**src/rtl/gpt_pkg.sv**
```systemverilog
package gpt_pkg;
    localparam int PS_W    = 4;
    localparam int DIV_W   = (1 << PS_W) - 1;
    localparam int SETUP_W = 16;

    // setup register bit positions
    localparam int B_FAST  = PS_W;
    localparam int B_GE    = PS_W + 1;
    localparam int B_EV1   = 8;
    localparam int B_EV2   = 9;
    localparam int B_INIT  = 14;
    localparam int B_RUN   = 15;

    // register addresses
    localparam logic [1:0] A_SETUP = 2'd0;
    localparam logic [1:0] A_CMP   = 2'd1;
    localparam logic [1:0] A_CNT   = 2'd2;

    typedef struct packed {
        logic [PS_W-1:0] ps;
        logic            fast;
        logic            ge;
    } cfg_t;
endpackage

```
**src/rtl/gpt_prescaler.sv**
```systemverilog
module gpt_prescaler
    import gpt_pkg::*;
(
    input  logic            clk,
    input  logic            rst_n,
    input  logic            go,
    input  logic            clr,
    input  logic [PS_W-1:0] ps,
    output logic            ptick
);
    logic [DIV_W-1:0] pre_d, pre_q;
    logic [DIV_W-1:0] mask;

    always_comb begin
        mask  = (DIV_W'(1) << ps) - DIV_W'(1);
        ptick = go && !clr && (pre_q == mask);
        pre_d = pre_q;
        if (clr)
            pre_d = '0;
        else if (go)
            pre_d = (pre_q == mask) ? '0 : pre_q + DIV_W'(1);
    end

    always_ff @(posedge clk or negedge rst_n) begin
        if (!rst_n) pre_q <= '0;
        else        pre_q <= pre_d;
    end


    pre_range_chk: assert property (@(posedge clk) disable iff (!rst_n)
        pre_q <= mask);
endmodule

```
**src/rtl/gpt_core.sv**
```systemverilog
module gpt_core #(
    parameter int CNT_W = 16
) (
    input  logic             clk,
    input  logic             rst_n,
    input  logic             tick,
    input  logic             load,
    input  logic [CNT_W-1:0] load_val,
    input  logic [CNT_W-1:0] cmp1,
    input  logic [CNT_W-1:0] cmp2,
    input  logic             ge_mode,
    output logic [CNT_W-1:0] cnt,
    output logic             wrap_hit,
    output logic             c1_hit,
    output logic             above
);
    typedef struct packed {
        logic [CNT_W-1:0] cnt;
    } core_s;

    core_s s_d, s_q;
    logic [CNT_W-1:0] nxt;

    always_comb begin
        s_d      = s_q;
        nxt      = (s_q.cnt == cmp2) ? '0 : s_q.cnt + CNT_W'(1);
        wrap_hit = tick && !load && (s_q.cnt == cmp2);
        c1_hit   = tick && !load && (ge_mode ? (nxt >= cmp1) : (nxt == cmp1));
        if (load)
            s_d.cnt = load_val;
        else if (tick)
            s_d.cnt = nxt;
    end

    always_ff @(posedge clk or negedge rst_n) begin
        if (!rst_n) s_q <= '0;
        else        s_q <= s_d;
    end

    assign cnt   = s_q.cnt;
    assign above = (s_q.cnt >= cmp1);


    wrap_zero_chk: assert property (@(posedge clk) disable iff (!rst_n)
        (tick && !load && s_q.cnt == cmp2) |=> (s_q.cnt == '0));


    hold_chk: assert property (@(posedge clk) disable iff (!rst_n)
        (!tick && !load) |=> $stable(s_q.cnt));
endmodule

```
**src/rtl/gp_timer_chan.sv**
```systemverilog
module gp_timer_chan
    import gpt_pkg::*;
#(
    parameter int CNT_W = 16
) (
    input  logic               clk,
    input  logic               rst_n,
    input  logic               slow_tick,
    input  logic               fast_tick,
    input  logic               irq_en,
    input  logic               wr_en,
    input  logic [1:0]         wr_addr,
    input  logic [1:0]         wr_half,
    input  logic [2*CNT_W-1:0] wr_data,
    input  logic [1:0]         rd_addr,
    output logic [2*CNT_W-1:0] rd_data,
    output logic               pwm_out,
    output logic               irq
);
    localparam int BUS_W = 2 * CNT_W;

    typedef struct packed {
        cfg_t             cfg;
        logic             run;
        logic             ev1;
        logic             ev2;
        logic             inited;
        logic [CNT_W-1:0] cmp1;
        logic [CNT_W-1:0] cmp2;
    } chan_s;

    chan_s s_d, s_q;

    logic             setup_wr, cnt_wr, src_tick, go, ptick;
    logic             wrap_hit, c1_hit, above;
    logic [CNT_W-1:0] cnt;
    logic [SETUP_W-1:0] setup_view;

    assign setup_wr = wr_en && (wr_addr == A_SETUP);
    assign cnt_wr   = wr_en && (wr_addr == A_CNT);
    assign src_tick = s_q.cfg.fast ? fast_tick : slow_tick;
    assign go       = s_q.run && src_tick;

    gpt_prescaler u_pre (
        .clk   (clk),
        .rst_n (rst_n),
        .go    (go),
        .clr   (cnt_wr),
        .ps    (s_q.cfg.ps),
        .ptick (ptick)
    );

    gpt_core #(.CNT_W(CNT_W)) u_core (
        .clk      (clk),
        .rst_n    (rst_n),
        .tick     (ptick),
        .load     (cnt_wr),
        .load_val (wr_data[CNT_W-1:0]),
        .cmp1     (s_q.cmp1),
        .cmp2     (s_q.cmp2),
        .ge_mode  (s_q.cfg.ge),
        .cnt      (cnt),
        .wrap_hit (wrap_hit),
        .c1_hit   (c1_hit),
        .above    (above)
    );

    always_comb begin
        s_d = s_q;
        if (setup_wr) begin
            if (!s_q.inited) begin
                s_d.cfg.ps   = wr_data[PS_W-1:0];
                s_d.cfg.fast = wr_data[B_FAST];
                s_d.cfg.ge   = wr_data[B_GE];
                s_d.inited   = 1'b1;
            end
            s_d.run = wr_data[B_RUN];
            if (wr_data[B_EV1]) s_d.ev1 = 1'b0;
            if (wr_data[B_EV2]) s_d.ev2 = 1'b0;
        end
        // a new event wins over a clear in the same cycle
        if (c1_hit)   s_d.ev1 = 1'b1;
        if (wrap_hit) s_d.ev2 = 1'b1;
        if (wr_en && (wr_addr == A_CMP)) begin
            if (wr_half[0]) s_d.cmp1 = wr_data[CNT_W-1:0];
            if (wr_half[1]) s_d.cmp2 = wr_data[BUS_W-1:CNT_W];
        end
    end

    always_ff @(posedge clk or negedge rst_n) begin
        if (!rst_n) s_q <= '0;
        else        s_q <= s_d;
    end

    always_comb begin
        setup_view                = '0;
        setup_view[PS_W-1:0]      = s_q.cfg.ps;
        setup_view[B_FAST]        = s_q.cfg.fast;
        setup_view[B_GE]          = s_q.cfg.ge;
        setup_view[B_EV1]         = s_q.ev1;
        setup_view[B_EV2]         = s_q.ev2;
        setup_view[B_INIT]        = s_q.inited;
        setup_view[B_RUN]         = s_q.run;
        case (rd_addr)
            A_SETUP: rd_data = BUS_W'(setup_view);
            A_CMP:   rd_data = {s_q.cmp2, s_q.cmp1};
            A_CNT:   rd_data = BUS_W'(cnt);
            default: rd_data = '0;
        endcase
    end

    assign pwm_out = s_q.cfg.ge && above;
    assign irq     = irq_en && s_q.ev1;


    ev1_clear_chk: assert property (@(posedge clk) disable iff (!rst_n)
        (setup_wr && wr_data[B_EV1] && !c1_hit) |=> !s_q.ev1);


    cfg_lock_chk: assert property (@(posedge clk) disable iff (!rst_n)
        (setup_wr && s_q.inited) |=> $stable(s_q.cfg));


    ev1_set_chk: assert property (@(posedge clk) disable iff (!rst_n)
        c1_hit |=> s_q.ev1);


    ev2_set_chk: assert property (@(posedge clk) disable iff (!rst_n)
        wrap_hit |=> s_q.ev2);
endmodule

```
**config.mk**
```make
export PLATFORM = sky130hd
export DESIGN_NAME = gp_timer_chan
export DESIGN_NICKNAME = d
export VERILOG_FILES = /design/src/rtl/gpt_pkg.sv /design/src/rtl/gpt_prescaler.sv /design/src/rtl/gpt_core.sv /design/src/rtl/gp_timer_chan.sv
export SDC_FILE = /design/constraint.sdc
export NUM_CORES = 1
export LEC_CHECK = 0
export ABC_CLOCK_PERIOD_IN_PS = 3700
export BUFFER_PORTS_ARGS = -buffer_cell sky130_fd_sc_hd__clkbuf_2
export CAP_MARGIN = 10
export CORE_MARGIN = 4
export CORE_UTILIZATION = 50
export CTS_BUF_LIST = sky130_fd_sc_hd__clkbuf_16
export DETAILED_ROUTE_END_ITERATION = 12
export PLACE_DENSITY_LB_ADDON = 0.2
export SLEW_MARGIN = 40
export SYNTH_ARGS = -nofsm -noshare
export SYNTH_HDL_FRONTEND = slang
export SYNTH_SLANG_ARGS = --single-unit
```
**constraint.sdc**
```tcl
create_clock -name clk -period 3.7 [get_ports clk]
set_input_delay 0.37 -clock clk [delete_from_list [all_inputs] [get_ports clk]]
set_output_delay 0.37 -clock clk [all_outputs]
set_load 0.02 [all_outputs]
```
After elaboration in Yosys (flattened, before gate mapping)
Index checks and enable logic that the tools add are counted.
- add/sub/neg operators: 3
- order comparisons: 2
- eq/ne operators: 7
- shift operators: 1
- muxes and demuxes: 14
- bitwise gates (word level): 1
- reduce and logical (&&, ||, !) cells: 25
- operators with widths (operator ; number):
    $pmux W32 S3 ; 1
    $mux W16 ; 3
    $mux W15 ; 3
    $eq A16 B16 Y1 ; 2
    $ge A16 B16 Y1 ; 2
    $add A16 B1 Y16 const B ; 1
    $add A15 B1 Y15 const B ; 1
    $eq A15 B15 Y1 ; 1
    $shl A1 B4 Y15 const A ; 1
    $sub A15 B2 Y15 const B ; 1
    $reduce_bool A2 Y1 ; 6
    $logic_and A1 B1 Y1 ; 11
    $reduce_and A2 Y1 ; 5
    $mux W1 ; 6
    $eq A2 B1 Y1 const B ; 2
    $eq A2 B2 Y1 const B ; 2
    $logic_not A2 Y1 ; 2
    $mux W3 ; 1
    $logic_not A1 Y1 ; 1
    $not A1 Y1 ; 1
- flip-flop bits (word level): 73
- input bits: 44
- logic and storage cells: 64

Longest topological paths before layout
Gate-level depths: netlist of run 1.
- word-level depth: 9
- gate-level depth with buffers: 16

By module
A second synthesis of run 1 with hierarchy kept.
- cell total of the unflattened synthesis: 587
- area, all modules: 5574.1 µm²
- modules (own cells, without submodules) (module ; times used ; cells an instance ; area each (µm²)):
    gp_timer_chan ; 1 ; 151 ; 2044.5
    gpt_core ; 1 ; 250 ; 2008.2
    gpt_prescaler ; 1 ; 186 ; 1521.5

Worst setup path before layout of run 1
No wires, ideal clock.
- path kind: register to register
- start point: register u_core.s_q, in the netlist u_core.cnt[8]
- end point: register s_q[34] (netlist name)
- data arrival time: 3.337 ns
- data required time: 3.571 ns
- setup slack: 0.235 ns
- stages on the path, launching flop included: 17
- path buffers: 4
- cells stage by stage: dfrtp_1 > clkbuf_1 > xnor2_1 > nand4_1 > nor4_1 > clkbuf_1 > clkbuf_1 > clkbuf_1 > nor2_1 > ha_1 > a21o_1 > a21o_1 > a21oi_1 > nor2b_1 > o21ai_0 > a21o_1 > a21oi_1
- cells in the longest elaborated chain, start to end: 7
- elaborated cells between the ends (all ways): 11
- ends and longest elaborated chain (what ; line ; RTL):
    start, declared ; gpt_core.sv:21 ; core_s s_d, s_q;
    start signal, assigned ; gpt_core.sv:36 ; if (!rst_n) s_q <= '0;
    start signal, assigned ; gpt_core.sv:37 ; else s_q <= s_d;
    $add A16 B1 Y16 / $eq A16 B16 Y1 (equally long branches) ; gpt_core.sv:26 ; nxt = (s_q.cnt == cmp2) ? '0 : s_q.cnt + CNT_W'(1);
    $mux W16 (*) ; gpt_core.sv:26 ;
    $ge A16 B16 Y1 / $eq A16 B16 Y1 (equally long branches) ; gpt_core.sv:28 ; c1_hit = tick && !load && (ge_mode ? (nxt >= cmp1) : (nxt == cmp1));
    $mux W1 (*) ; gpt_core.sv:28 ;
    $logic_and A1 B1 Y1 (*) ; gpt_core.sv:28 ;
    $reduce_bool A2 Y1 (no line) ; -- ;
    $reduce_and A2 Y1 (no line) ; -- ;
    end signal, assigned ; gp_timer_chan.sv:91 ; if (!rst_n) s_q <= '0;
    end signal, assigned ; gp_timer_chan.sv:92 ; else s_q <= s_d;
    end, declared ; gp_timer_chan.sv:32 ; chan_s s_d, s_q;
Every way passes the cells marked *; elsewhere a longest branch is shown, timed or not.
A chain may end at the register's enable or synchronous reset.

Worst setup path after layout of run 1
- start point: register u_core.s_q, in the netlist u_core.cnt[1]
- end point: register s_q[34] (netlist name)
Same word-level chain as after synthesis.

==> results of run 1 <==
## logic make-up after synthesis
| logic type | synth area share, % |
|---|---|
| AOI/OAI and AO/OA | 16.4 |
| xor gates and xnor gates | 5.19 |
| adders and majority gates | 7.63 |
| buffers and inverters | 4.97 |
| DFF | 31.8 |
| muxes | 10.6 |
| and+or+nand+nor | 23.4 |
## worst reg2reg max path, cell delays in order, from the launching register on
cell	delay, ns
dfrtp_1	0.55
ha_1	0.32
nand3_1	0.20
nor2_1	0.33
nand3_1	0.35
nor2_1	0.30
xnor2_1	0.16
nor2_1	0.06
ha_1	0.30
a21o_1	0.16
a21oi_1	0.13
nor2b_1	0.05
o21ai_0	0.18
a21o_1	0.15
a21oi_1	0.06
## area by class of cell
cell class,instances,area (um2)
sequential,73,1830
timing repair buffer,99,582
tap,140,175
fill,971,4410
multi-input combinational,509,3660
inverter,21,78.8
clock buffer,9,225
clock inverter,7,71.3
## metal layers
| layer | global-route usage (%) | wire, um | vias to the layer above |
|---|---|---|---|
| met3 | 6.84 | 1240 | 37 |
| met2 | 39.8 | 7310 | 221 |
| met1 | 35.2 | 7220 | 2563 |
| met5 | 0 | 0 | - |
| met4 | 7.28 | 345 | 0 |
| li1 | - | - | 2485 |
## power by group through the flow
stage	combinational, mW	clock, mW	sequential, mW
2_1_floorplan	0.935	0	1.04
3_3_place_gp	1.16	0	1.11
3_5_place_dp	1.20	0	1.12
4_1_cts	1.22	0.895	1.11
5_1_grt	1.38	0.934	1.14
6_report	1.23	0.879	1.12
## registers in the layout, summed over array words and instances (netlist names)
name and cells:
u_pre.pre_q 15, s_q 42, u_core.cnt 16
## cells in the mapped netlist, types with 3 or more instances
| master | number | area (um2) |
|---|---|---|
| dfrtp_1 | 73 | 1830 |
| nor2_1 | 52 | 195 |
| nand2_1 | 49 | 184 |
| mux2_2 | 40 | 450 |
| ha_1 | 35 | 438 |
| clkbuf_1 | 32 | 120 |
| xnor2_1 | 28 | 245 |
| o21ai_0 | 26 | 130 |
| a21oi_1 | 22 | 110 |
| inv_1 | 21 | 78.8 |
| nand3_1 | 21 | 105 |
| and2_1 | 20 | 125 |
| nor3_1 | 18 | 90.1 |
| mux2i_1 | 16 | 160 |
| nor2b_1 | 15 | 93.8 |
| a21o_1 | 14 | 105 |
| buf_2 | 14 | 70.1 |
| and3_1 | 13 | 81.3 |
| nand4_1 | 13 | 81.3 |
| nor3b_1 | 11 | 82.6 |
| o21a_1 | 10 | 75.1 |
| a22o_1 | 8 | 70.1 |
| nand2b_1 | 7 | 43.8 |
| o211ai_1 | 6 | 45.0 |
| o311ai_0 | 6 | 52.6 |
| xor2_1 | 6 | 52.6 |
| a31oi_1 | 5 | 31.3 |
| nor4_1 | 5 | 31.3 |
| nor4b_1 | 4 | 35.0 |
| or2_2 | 4 | 25.0 |
| a211o_1 | 3 | 26.3 |
| a221o_1 | 3 | 30.0 |
| and4_1 | 3 | 26.3 |
| o31a_1 | 3 | 26.3 |
| o31ai_1 | 3 | 22.5 |
| or3_1 | 3 | 18.8 |
## through the flow
step / power (mW) / hold slack (ns) / cells
after global routing: 3.45 / 0.0930 / 858
after CTS: 3.22 / 0.0739 / 858
after global placement: 2.28 / 0.481 / 842
after floorplan: 1.98 / 0.0744 / 652
final: 3.22 / 0.0382 / 858
after detailed placement: 2.33 / 0.445 / 842
## path summary, 6_finish.rpt
path	from	to	slack [ns]	depth (start not counted)
max reg2reg	u_core.cnt[1]	s_q[34]	0.28	14
min in group clk	wr_data[17]	s_q[1]	0.25	2
max	u_core.cnt[1]	s_q[34]	0.28	14
min	rst_n	s_q[22]	0.04	1
min reg2reg	s_q[33]	s_q[33]	0.51	1
max in group asynchronous	rst_n	s_q[12]	3.17	1
==> impl_metrics.ini, run 1 <==
[sta]
period_needed_ns = 3.42
slew_viol_final = 0
setup_viol = 0
final.period_utilization_pct = 92.5
timing.final.hold_violations = 0
setup_tns_ns = 0
timing.final.ws_setup_ns = 0.279
max_slew.worst_pin.slew_ns = 0.742
skew_ns = 0.00734
rsz0062_at_grt = false
max_freq_ghz = 0.292
relSlewSlack_pct = 50.4

[worst_setup_path]
max_stage_delay_ns = 0.55
crit_chain = ha_1, nand3_1, nor2_1, nand3_1, nor2_1, xnor2_1, nor2_1, ha_1, a21o_1, a21oi_1, nor2b_1, o21ai_0, a21o_1, a21oi_1
cp-end-kind = flip-flop
worstPathArrival_ns = 3.64
crit_family = simple AND/OR/NAND/NOR gates
crit_buf_inv = 0
crit_fanout = 7
critical_path_class = reg -> reg
slowest_stage = dfrtp_1
cp_common_cell = nor2_1
startpoint_type = flip-flop
required_ns = 3.92

[synthesis]
synthesis.nets = 731
synthArstFlopShare_pct = 100
syn_area_um2 = 5740
ys_types = 66
synth.avg_cell_area_um2 = 8.81
synthCells = 652
synthFlopType = dfrtp_1
ys_seq_area_share_pct = 31.8
synth_edf_count = 0
synth_seq_cells = 73
ys_warn_count = 0

[clock_tree]
ctsLongestPathBuffers = 2
cts_setup_buffers = 0
cts.sinks = 73
cts_tree = yes
cts-hold-fix-buffers = 0
cts_buffers = 9
clock_latency_ns = 0.35
clk_root_buffer_cell = clkbuf_16
htree_num_levels = 3
postCtsResizedCells = 0
path_clk_slew_ns = 0.06

[pwr]
p_comb_share_pct = 38.1
power_switching_share_pct = 37.4
power.density_nw_per_um2 = 487
p_clk_share_pct = 27.3
ir_worst_vdd_mv = 0.410
p_leak_nw = 2.99
seqPwrFrac_pct = 34.7
intPower_mw = 2.02
p_sw_mw = 1.20

[placement]
port_buffers = 77
place_worst_setup_slack_ns = 0.155
gp_congestion = 0.881
hpwl_mm = 11.6
place_area_um2 = 6300

[routing]
num_vias = 5306
wl_per_cell_um = 18.8
first_pass_iters = 5
viasPerCell = 6.18
dr.first_iter.drc_count = 375
postRouteAntennaNets = 0
wirelength_mm = 16.1
route.detailed.drc = 0

[die]
io_pins = 78
die_y_um = 115
coreArea_um2 = 11000
initial_core_util_pct = 52.1
rows = 38
die_w_um = 115
die_area_um2 = 13300

[global_route]
grt_antenna_before_repair = 0
grt_pass1_vias = 5305
grt_max_degree = 74
grt_use_total_pct = 25.6
grt_overflow_total = 0
grt_pass1_wl_mm = 26.8

[layout]
insertedDiodeCount = 0
syn_to_final_growth_pct = 15.2
post-route-util_pct = 60.0
fin_area_um2 = 6620
nets = 792
drive_gt1_share_pct = 23.8
final_common_cell = clkbuf_2
layout_common_cells = clkbuf_2, dfrtp_1, nor2_1, nand2_1, mux2_2

[min_path]
min_path_type = in -> async

[outcome]
status = finished clean

[run]
drv_cap = 0
(Power assumes the default switching activity.)
==> run 2: changes to the inputs <==
- ABC_CLOCK_PERIOD_IN_PS: 3700 -> 3200
- CORE_UTILIZATION: 50 -> 31
- clock period: 3.7 -> 3.2 ns (I/O delays scaled with it)
==> run 2 against run 1 <==
  * The flow now finishes with violations (setup timing)
  * Sequential power increased by 13%
  * Worst setup slack got worse by 0.30 ns
  * Flip-flop and latch count stayed put
  * Power increased by 17%
  * Clock power rose by 2.4%
  * Utilization is 21 points lower
  * Count of clock-buffer cells in the layout is the same
  * Final area up 7.1%
  * Largest power group unchanged
  * Highest routed layer unchanged
==> impl_metrics.ini, run 2 (synthesis gave the netlist of run 1 again) <==
[outcome]
status = finished, violations left
violations = setup timing

[routing]
route.detailed.drc = 0
viasPerCell = 5.35
num_vias = 5223
wirelength_mm = 18.0
postRouteAntennaNets = 0
dr.first_iter.drc_count = 315
first_pass_iters = 5
wl_per_cell_um = 18.4

[layout]
syn_to_final_growth_pct = 23.4
regMostFlops = s_q
instances_no_fill = 976
largest_register_ffs = 42
layout_common_cells = clkbuf_2, dfrtp_1, nor2_1, nand2_1, buf_4
insertedDiodeCount = 0
drive_gt1_share_pct = 28.2
nets = 822
final_common_cell = clkbuf_2

[global_route]
grt_overflow_total = 0
grt_max_degree = 74
grt_use_total_pct = 17.6
grt_pass1_wl_mm = 28.6
grt_pass1_vias = 5037
grt_antenna_before_repair = 0

[die]
die_w_um = 144
rows = 49
io_pins = 78
initial_core_util_pct = 31.8
die_area_um2 = 20800
coreArea_um2 = 18100
die_y_um = 144

[placement]
hpwl_mm = 13.1
port_buffers = 77
gp_congestion = 0.892
place_worst_setup_slack_ns = -0.0768
dp_cells = 949

[worst_setup_path]
cp-end-kind = flip-flop
reg2reg_from = s_q[40]
crit_fanout = 6
startpoint = s_q[40]
startpoint_type = flip-flop
worstPathArrival_ns = 3.44
required_ns = 3.43
critical_path_class = reg -> reg

[clock_tree]
cts_buffers = 9
htree_num_levels = 3
ctsLongestPathBuffers = 2
clk_root_buffer_cell = clkbuf_16
cts.sinks = 73
clock_latency_ns = 0.34
cts_tree = yes
path_clk_slew_ns = 0.06

[pwr]
p_comb_share_pct = 42.4
seqPwrFrac_pct = 33.7
intPower_mw = 2.34
p_sw_mw = 1.42
power_switching_share_pct = 37.8
ir_worst_vdd_mv = 0.285
power.density_nw_per_um2 = 530
p_leak_nw = 3.18
p_clk_share_pct = 23.9
total_power_mw = 3.76

[sta]
max_freq_ghz = 0.311
skew_ns = 0.0103
timing.final.hold_violations = 0
max_slew.worst_pin.slew_ns = 0.844
final.period_utilization_pct = 101
slew_viol_final = 0
period_needed_ns = 3.22
relSlewSlack_pct = 43.5
timing.final.ws_setup_ns = -0.0183
rsz0062_at_grt = true
setup_viol = 1

[run]
drv_cap = 0

[min_path]
min_path_type = in -> async
[run 2: cell types whose count changed in the layout (fill, tap and decap cells not counted), moves of 2 or more]
| cell | delta |
|---|---|
| nor3b_2 | +2 |
| o21ai_0 | -2 |
| buf_8 | +2 |
| clkinv_1 | +3 |
| a21oi_2 | +2 |
| nor3b_1 | -2 |
| buf_4 | +22 |
| o311ai_1 | +2 |
| o311ai_0 | -2 |
| clkinv_2 | +2 |
| a21oi_1 | -2 |
| clkinvlp_4 | -2 |
| buf_6 | +3 |
[run 2: critical path: stages (launching register included)]
cell       delay (ns)
dfrtp_1          0.39
or4_4            0.55
ha_4             0.20
buf_6            0.13
and2_4           0.13
a31o_2           0.22
o211ai_1         0.25
o2111ai_2        0.19
nor4_4           0.32
buf_6            0.16
buf_12           0.12
buf_12           0.11
a31oi_2          0.08
a211o_1          0.23
[run 2: path summary, 6_finish.rpt]
| check | endpoint | slack [ns] | depth (start not counted) |
|---|---|---|---|
| setup / recovery | u_core.cnt[11] | -0.02 | 13 |
| hold / removal | s_q[26] | 0.01 | 1 |
| setup reg to reg | u_core.cnt[11] | -0.02 | 13 |
| hold reg to reg | s_q[32] | 0.53 | 1 |
| max in group asynchronous | u_pre.pre_q[2] | 2.70 | 1 |
| min in group clk | s_q[13] | 0.21 | 2 |
[run 2: per-layer routing]
metal,vias up,wire length (um),track usage (%)
li1,2547,-,-
met1,2505,9090,26.9
met2,146,7760,25.9
met3,25,838,2.25
met4,0,298,5.10
met5,-,0,0
[run 2: what timing repair did]
action                                  in CTS  in global routing
pin swaps                                    7                 21
cloned                                       1                  1
endpoints found under the setup margin      13                 32
hold buffers                                 0                  0
setup buffers                                6                  4
resized for setup                           15                 18
[run 2: final cells by class]
cell class	count	area [um2]
clock buffers	9	225
clock inverters	6	26.3
fillers	1787	11000
inverters	21	78.8
multi-input cells	509	3760
flip-flops and latches	73	1830
well taps	229	287
repair buffers	129	883
[run 2: metrics by stage]
stage / TNS, ns / cell area, um2 / util [%] / hold WS (ns)
after global placement: 0 / 6560 / 36.3 / 0.518
final: -0.0183 / 7090 / 39.2 / 0.0100
after floorplan: -1.84 / 5810 / - / 0.0244
after detailed placement: -0.208 / 6560 / 36.3 / 0.409
after CTS: 0 / 6960 / 38.5 / 0.0396
after global routing: -2.64 / 7090 / 39.2 / 0.0787
[run 2: power by group through the flow]
stage          registers (mW)  logic, mW  clock network [mW]
2_1_floorplan            1.21       1.12                   0
3_5_place_dp             1.28       1.50                   0
5_1_grt                  1.29       1.77               0.964
4_1_cts                  1.27       1.56               0.933
6_report                 1.27       1.59               0.900
3_3_place_gp             1.28       1.47                   0
